$ cat config.mk
export PLATFORM = sky130hd
export DESIGN_NAME = lmfc_align_top
export DESIGN_NICKNAME = d
export VERILOG_FILES = /design/src/rtl/lmfc_align_pkg.sv /design/src/rtl/lmfc_align_dp.sv /design/src/rtl/lmfc_align_ctrl.sv /design/src/rtl/lmfc_align_top.sv
export SDC_FILE = /design/constraint.sdc
export NUM_CORES = 1
export LEC_CHECK = 0
export BUFFER_PORTS_ARGS = -buffer_cell sky130_fd_sc_hd__buf_2
export CAP_MARGIN = 30
export CORE_ASPECT_RATIO = 1.5
export CORE_UTILIZATION = 40
export CTS_CLUSTER_DIAMETER = 80
export CTS_CLUSTER_SIZE = 20
export DETAILED_ROUTE_END_ITERATION = 16
export GPL_TIMING_DRIVEN = 1
export PLACE_DENSITY = 0.76
export SLEW_MARGIN = 10
export SYNTH_ARGS = -nofsm -noshare
export SYNTH_HDL_FRONTEND = slang
export SYNTH_SLANG_ARGS = --single-unit
$ cat constraint.sdc
create_clock -name clk -period 3.05 [get_ports clk]
set_clock_uncertainty 0.2 [all_clocks]
set_input_delay 0.305 -clock clk [delete_from_list [all_inputs] [get_ports clk]]
set_output_delay 0.305 -clock clk [all_outputs]
set_load 0.05 [all_outputs]
$ cat src/rtl/lmfc_align_pkg.sv
package lmfc_align_pkg;
  // Strobes from control into the counting datapath
  typedef struct packed {
    logic restart;  // realign: count to zero this clock
    logic run;      // aligned: counter advances
  } lmfcStrobe_t;

  localparam int BIT_ALIGNED = 0;
  localparam int BIT_ERR     = 1;
  localparam int BIT_PEND    = 2;
  localparam int CNT_LSB     = 3;
endpackage

$ cat src/rtl/lmfc_align_dp.sv
module lmfc_align_dp
  import lmfc_align_pkg::*;
#(
  parameter int F_W = 4,
  parameter int K_W = 6
) (
  input  logic                 clk,
  input  logic                 rstN,
  input  lmfcStrobe_t          strobe,
  input  logic [F_W-1:0]       cfgF,
  input  logic [K_W-1:0]       cfgK,
  output logic [F_W+K_W-3:0]   count,
  output logic                 pulse,
  output logic                 atLast
);
  localparam int PROD_W = F_W + K_W;
  localparam int CNT_W  = PROD_W - 2;

  logic [PROD_W-1:0] product;
  logic [CNT_W-1:0]  lenM1;

  // four octets per beat: length = F*K/4
  always_comb begin
    product = PROD_W'(cfgF) * PROD_W'(cfgK);
    lenM1   = product[PROD_W-1:2] - CNT_W'(1);
  end

  assign atLast = (count >= lenM1);

  always_ff @(posedge clk or negedge rstN) begin
    if (!rstN) begin
      count <= '0;
      pulse <= 1'b0;
    end else begin
      if (strobe.restart) begin
        count <= '0;
      end else if (strobe.run) begin
        count <= atLast ? '0 : count + CNT_W'(1);
      end
      pulse <= strobe.restart | (strobe.run & atLast);
    end
  end

  // count stays inside the multiframe while configuration holds
  a_r1_count_in_range: assert property (@(posedge clk) disable iff (!rstN)
    ($stable(cfgF) && $stable(cfgK)) |-> (count <= lenM1));
  // a restart strobe lands the count on zero
  a_r4_restart_zero: assert property (@(posedge clk) disable iff (!rstN)
    strobe.restart |=> (count == '0));
  // boundary pulse only on beat zero
  a_r2_pulse_at_zero: assert property (@(posedge clk) disable iff (!rstN)
    pulse |-> (count == '0));
  // idle until aligned
  a_r3_idle_quiet: assert property (@(posedge clk) disable iff (!rstN)
    (!strobe.run && !strobe.restart) |=> (count == '0 && !pulse));
endmodule

$ cat src/rtl/lmfc_align_ctrl.sv
module lmfc_align_ctrl
  import lmfc_align_pkg::*;
#(
  parameter int CNT_W  = 8,
  parameter int DATA_W = 32
) (
  input  logic              clk,
  input  logic              rstN,
  input  logic              sysrefIn,
  input  logic              singleMode,
  input  logic              atLast,
  input  logic [CNT_W-1:0]  count,
  input  logic              rdEn,
  input  logic              wrClr,
  output lmfcStrobe_t       strobe,
  output logic              pending,
  output logic              errFlag,
  output logic [DATA_W-1:0] rdData
);
  logic sampleNow, samplePrev, seen, edgeHit, accept;
  logic [DATA_W-1:0] statusWord;

  assign edgeHit = sampleNow & ~samplePrev;
  assign accept  = edgeHit & ~(singleMode & seen);

  assign strobe.restart = accept;
  assign strobe.run     = seen;
  assign pending        = ~seen;

  always_comb begin
    statusWord                    = '0;
    statusWord[BIT_ALIGNED]       = seen;
    statusWord[BIT_ERR]           = errFlag;
    statusWord[BIT_PEND]          = ~seen;
    statusWord[CNT_LSB +: CNT_W]  = count;
  end

  always_ff @(posedge clk or negedge rstN) begin
    if (!rstN) begin
      sampleNow  <= 1'b0;
      samplePrev <= 1'b0;
      seen       <= 1'b0;
      errFlag    <= 1'b0;
      rdData     <= '0;
    end else begin
      sampleNow  <= sysrefIn;
      samplePrev <= sampleNow;
      if (accept) seen <= 1'b1;
      if (accept && seen && !atLast) errFlag <= 1'b1;
      else if (wrClr)                errFlag <= 1'b0;
      if (rdEn) rdData <= statusWord;
    end
  end

  // flag holds until a clearing write
  a_r7_err_sticky: assert property (@(posedge clk) disable iff (!rstN)
    (errFlag && !wrClr) |=> errFlag);
  // pending never returns once cleared
  a_r9_pending_falls_once: assert property (@(posedge clk) disable iff (!rstN)
    !pending |=> !pending);
  // a held-high level gives no second restart
  a_r11_no_retrigger: assert property (@(posedge clk) disable iff (!rstN)
    strobe.restart |=> !strobe.restart);
endmodule

$ cat src/rtl/lmfc_align_top.sv
module lmfc_align_top
  import lmfc_align_pkg::*;
#(
  parameter int F_W    = 4,
  parameter int K_W    = 6,
  parameter int DATA_W = 32,
  localparam int CNT_W = F_W + K_W - 2
) (
  input  logic              clk,
  input  logic              rstN,
  input  logic              sysrefIn,
  input  logic [F_W-1:0]    cfgOctets,
  input  logic [K_W-1:0]    cfgFrames,
  input  logic              cfgSingleDet,
  input  logic              regRdEn,
  input  logic              regWrEn,
  input  logic [DATA_W-1:0] regWrData,
  output logic [DATA_W-1:0] regRdData,
  output logic              lmfcPulse,
  output logic [CNT_W-1:0]  lmfcCount,
  output logic              singleDetPending,
  output logic              alignErr
);
  lmfcStrobe_t strobe;
  logic        atLast;
  logic        wrClr;

  assign wrClr = regWrEn & regWrData[BIT_ERR];

  lmfc_align_ctrl #(.CNT_W(CNT_W), .DATA_W(DATA_W)) ctrl_i (
    .clk(clk), .rstN(rstN), .sysrefIn(sysrefIn), .singleMode(cfgSingleDet),
    .atLast(atLast), .count(lmfcCount), .rdEn(regRdEn), .wrClr(wrClr),
    .strobe(strobe), .pending(singleDetPending), .errFlag(alignErr),
    .rdData(regRdData)
  );

  lmfc_align_dp #(.F_W(F_W), .K_W(K_W)) dp_i (
    .clk(clk), .rstN(rstN), .strobe(strobe), .cfgF(cfgOctets), .cfgK(cfgFrames),
    .count(lmfcCount), .pulse(lmfcPulse), .atLast(atLast)
  );
endmodule

## Word-level counts from Yosys, hierarchy flattened

Cells that the tools add are included.

- $add $sub $neg: 2
- $mul: 1
- Order comparisons: 1
- Multiplexer cells: 5
- Bitwise gates (word level): 9
- Reduce and logical (&&, ||, !) cells: 5

Operator list:

| kind | count |
|---|---|
| 2-to-1 mux 8 bit | 3 |
| multiplier 4 x 6 -> 10 bit | 1 |
| adder 8 x 1 -> 8 bit (second input constant) | 1 |
| greater-or-equal comparator 8 bit | 1 |
| subtractor 8 x 1 -> 8 bit (second input constant) | 1 |
| AND 1 bit | 5 |
| nonzero test 2 bit | 2 |
| inverter 1 bit | 3 |
| logical AND 1 bit | 2 |
| 2-to-1 mux 1 bit | 2 |
| logical NOT 1 bit | 1 |
| OR 1 bit | 1 |

- Flip-flop bits (word level): 24
- Bits of input ports: 48
- Logic and storage cells: 30

## Depth between registers and ports, before layout

- Depth after elaboration: 6
- Depth in mapped cells: 20
- Gate-level depth less buffers: 19

## Modules after synthesis

Synthesis repeated with hierarchy kept, for this count alone.

- Cell total of the unflattened synthesis: 223
- Area total of the unflattened synthesis: 2212.1 um^2

By module, submodules not included:

| module | times used | cells each | area an instance (um^2) | seq. area each (um^2) |
|---|---|---|---|---|
| lmfc_align_dp | 1 | 165 | 1440.1 | 225.2 |
| lmfc_align_ctrl | 1 | 57 | 765.7 | 375.4 |
| lmfc_align_top | 1 | 1 | 6.3 | 0.0 |

## Worst setup path before layout

Ideal clock, no wire load.

- Path kind: in2reg
- Start point: in cfgFrames[0]
- End point: reg dp_i.count[6]
- Arrival time: 4.574 ns
- Data required time: 2.768 ns
- Path slack: -1.806 ns
- Stages: 20
- Cells stage by stage: nand2_1 > fa_1 > inv_1 > fa_1 > inv_1 > fa_1 > nand2b_1 > a211oi_1 > nor4_1 > a311oi_1 > o211ai_1 > xnor2_1 > ha_1 > and3_4 > a221oi_2 > o211ai_1 > a31oi_2 > buf_6 > a41oi_2 > a31oi_1

- Cells in the longest elaborated chain, start to end: 6

RTL lines:

| element | line | text |
|---|---|---|
| from (decl) | lmfc_align_top.sv:13 | `input logic [K_W-1:0] cfgFrames,` |
| multiplier 4 x 6 -> 10 bit | lmfc_align_dp.sv:24 | `product = PROD_W'(cfgF) * PROD_W'(cfgK);` |
| subtractor 8 x 1 -> 8 bit | lmfc_align_dp.sv:25 | `lenM1 = product[PROD_W-1:2] - CNT_W'(1);` |
| greater-or-equal comparator 8 bit | lmfc_align_dp.sv:28 | `assign atLast = (count >= lenM1);` |
| 2-to-1 mux 8 bit | lmfc_align_dp.sv:38 | `count <= atLast ? '0 : count + CNT_W'(1);` |
| 2-to-1 mux 8 bit | lmfc_align_dp.sv:37 | `end else if (strobe.run) begin` |
| 2-to-1 mux 8 bit | lmfc_align_dp.sv:35 | `if (strobe.restart) begin` |
| to (signal assigned) | lmfc_align_dp.sv:38 |  |
| to (decl) | lmfc_align_dp.sv:12 | `output logic [F_W+K_W-3:0] count,` |

Every way passes these cells. The select of a mux whose other input is x is not followed.
A chain may end at the register's enable or synchronous reset.

## Worst setup path after layout

- Start point: in cfgFrames[2]
- End point: reg dp_i.count[6]

Same word-level chain as after synthesis.

==> impl_metrics.tcl <==
set metrics [dict create \
    setup_slack_ps -1550 \
    p_leak_nw 1.51 \
    ctsHtreeMaxLevel 1 \
    hp-class "in -> reg" \
    worstPathRequired_ps 3040 \
    slew_violations 0 \
    grt_max_degree 25 \
    path_cells "buf_8 -> and2_1 -> fa_1 -> inv_1 -> fa_1 -> inv_1 -> ha_4 -> a21o_1 -> a21oi_2 -> nand2_1 -> xor2_1 -> nor4_2 -> xor2_1 -> ha_1 -> and3_4 -> a221oi_4 -> o211ai_1 -> a31oi_2 -> buf_6 -> a41oi_2 -> a31oi_1" \
    syn_area_per_cell_um2 9.88 \
    hold_depth 2 \
    clk_pin_slew_ps 90 \
    crit_type "in -> reg" \
    arrival_ps 4600 \
    drive_above_1_share_pct 38.5 \
    rows 32 \
    relSlewSlack_pct 65.9 \
    internal_power_mw 1.07 \
    maxCapViolations 0 \
    cts.sink_count 24 \
    clockBufferDepth 2 \
    wl_per_cell_um 11.4 \
    die-area_mm2 0.00561 \
    synth_top_area_cell "dfrtp_1" \
    critPathLaunchType "input port" \
    critical-path-max-stage-delay_ps 530 \
    antenna_cells 0 \
    ys_seq_area_share_pct 28.3 \
    final-instance-count-excl-fill 359 \
    remaining_drc_errors 0 \
    cp_top_family "adder cells" \
    period_needed_ps 4600 \
    via_per_inst 4.75 \
    antenna_found_initial 0 \
    ant_nets 0 \
    cts_made_buffers 3 \
    ys_ff_latch 24 \
    yosys-top-cells-area "dfrtp_1 28%, ha_1 14%, fa_1 7.5%" \
    dpl_worst_slack_ps -1980 \
    final_hold_viol_count 0 \
    placedCellCount 349 \
    r2r_setup_slack_ps 610 \
    violations "setup timing" \
    grt_pass1_vias 1649 \
    worstPathBufferInverterCount 4 \
    critPathCaptureType "register" \
    dp_hpwl_um 3290 \
    synth_async_sr_flop_share_pct 100 \
    synth-edff-count 0 \
    pin_count 91 \
    yosysWarnings 0 \
    hp-start "cfgSingleDet" \
    synthesis.area_mm2 0.00212 \
    numPortBuffers 38 \
    nets 371 \
    clockPowerShare_pct 13.7 \
    power.density_mw_per_mm2 706 \
    critical_path.reg2reg.startpoint "dp_i.count[5]" \
    gp_congestion 0.783 \
    whs_endpoint "ctrl_i.errFlag" \
    core_area_mm2 0.00512 \
    crit_path_max_fanout 6 \
    fin_crit_sh_pct 151 \
    first_pass_iters 4 \
    clk_latency_ps 270 \
    drt_wl_total_um 4090 \
    rsz0062_at_grt "true" \
    dieHeight_um 91.2 \
    status "finished, violations left" \
    setup-violations-final 10 \
    start_util_pct 41.4 \
    yosysUniqueCellTypes 39 \
    grt_pass1_wl_um 6710 \
    grt_usage_pct 15.3 \
    p_sw_uw 918 \
    tightestPinTransition_ps 512 \
    synthFlopType "dfrtp_1" \
    globalRouteOverflowTotal 0 \
    synth_top_area_share_pct 28.3 \
    path_depth 21 \
    die_w_um 61.5 \
    seqPwrFrac_pct 24.1 \
    worstReg2RegEnd "dp_i.count[6]" \
    worst-r2r-cell-count 8 \
    clock.fmax_ghz 0.217 \
    finalPower_mw 1.99 \
    syn_inst 215 \
    num_vias 1706 \
    area_growth_pct 32.7 \
    combPwrFrac_pct 62.2 \
    clock-root-buffer "clkbuf_8" \
    first_iter_violations 44 \
    switching_share_pct 46.1 \
    vdd_drop_max_mv 0.234 \
    slowest_stage "fa_1" \
    cts_tree "built" \
]
through the flow:
stage	area, um2	hold slack [ps]	TNS, ps	utilization [%]
floorplan	2260	-191	-13690	-
global placement	2590	101	-16810	50.6
detailed placement	2590	104	-18010	50.6
CTS	2780	51.2	-15550	54.3
global route	2820	45.5	-16340	55.0
finish	2820	46.9	-14190	55.0
sequential cells by signal, indices dropped and copies added (netlist names):
signal             cells
ctrl_i.errFlag         1
ctrl_i.rdData         11
ctrl_i.sampleNow       1
ctrl_i.samplePrev      1
ctrl_i.seen            1
dp_i.count             8
dp_i.pulse             1
layer usage:
| metal | vias to the layer above | wire (um) | track usage [%] |
|---|---|---|---|
| met2 | 38 | 2360 | 29.7 |
| met1 | 815 | 1550 | 15.8 |
| met3 | 6 | 109 | 0.997 |
| li1 | 847 | - | - |
| met5 | - | 0 | 0 |
| met4 | 0 | 74 | 6.11 |
what timing repair did:
action | in CTS | in global routing
setup buffers | 3 | 1
gates resized for setup | 18 | 7
hold endpoints to repair | 25 | 0
setup endpoints to repair | 10 | 10
pin swaps | 12 | 10
hold buffers | 2 | 0
power by group through the flow:
stage,registers [mW],logic [mW],clock network (mW)
2_1_floorplan,0.756,0.593,0
3_3_place_gp,0.482,1.13,0
3_5_place_dp,0.485,1.16,0
4_1_cts,0.479,1.22,0.275
5_1_grt,0.495,1.35,0.289
6_report,0.479,1.24,0.273
cells in the final DEF, fill, tap and decap left out, types with 5 or more instances in the layout:
cell type and n:
nor2_1 6, xor2_1 6, a21oi_1 8, dfrtp_1 24, nand3_1 5, inv_1 15, buf_4 36, conb_1 21
buf_2 33, and2_1 17, ha_1 21, fa_1 7, xnor2_1 6, mux2_2 12, and3_1 5, nand2_1 12
synthesized netlist by cell type (6+ instances only):
library cell / n
nand2_1: 14
mux2_2: 12
inv_1: 17
and2_1: 17
xnor2_1: 6
nor2_1: 7
fa_1: 8
ha_1: 23
xor2_1: 6
a21oi_1: 9
dfrtp_1: 24
buf_4: 21
cell families (layout without fill, tap and decap cells):
logic type               Yosys count  in the layout  synth area share, %
AO/OA/AOI/OAI                     31             31                 11.1
adder cells (fa/ha/maj)           31             31                 21.1
multiplexers                      13             13                 6.84
AND/OR/NAND/NOR                   62             62                 15.9
other                              1             21                0.177
flip-flops                        24             24                 28.3
XOR/XNOR                          12             12                 4.95
buffers and inverters             41             97                 11.7
worst reg2reg max path, cell delays in order, from the launching register on:
cell	delay [ps]
dfrtp_1	480
ha_1	340
and3_4	200
a221oi_4	290
o211ai_1	160
a31oi_2	260
buf_6	170
a41oi_2	110
a31oi_1	160
worst max path at each step:
stage                          to         start  slack, ps
floorplan           dp_i.count[6]  cfgFrames[2]      -1520
global placement    dp_i.count[6]  cfgOctets[1]      -1820
detailed placement  dp_i.count[6]  cfgOctets[1]      -1980
CTS                 dp_i.count[6]  cfgOctets[2]      -1690
global route        dp_i.count[4]  cfgOctets[2]      -1790
finish              dp_i.count[6]  cfgFrames[2]      -1550
layout make-up:
| type | count | area (um2) |
|---|---|---|
| clock buffers | 3 | 41.3 |
| multi-input cells | 170 | 1470 |
| flip-flops and latches | 24 | 601 |
| clock inverters | 1 | 30.0 |
| well taps | 68 | 85.1 |
| inverters | 17 | 63.8 |
| repair buffers | 76 | 527 |
| fillers | 472 | 2310 |
Power figures use the tool's default switching activity.
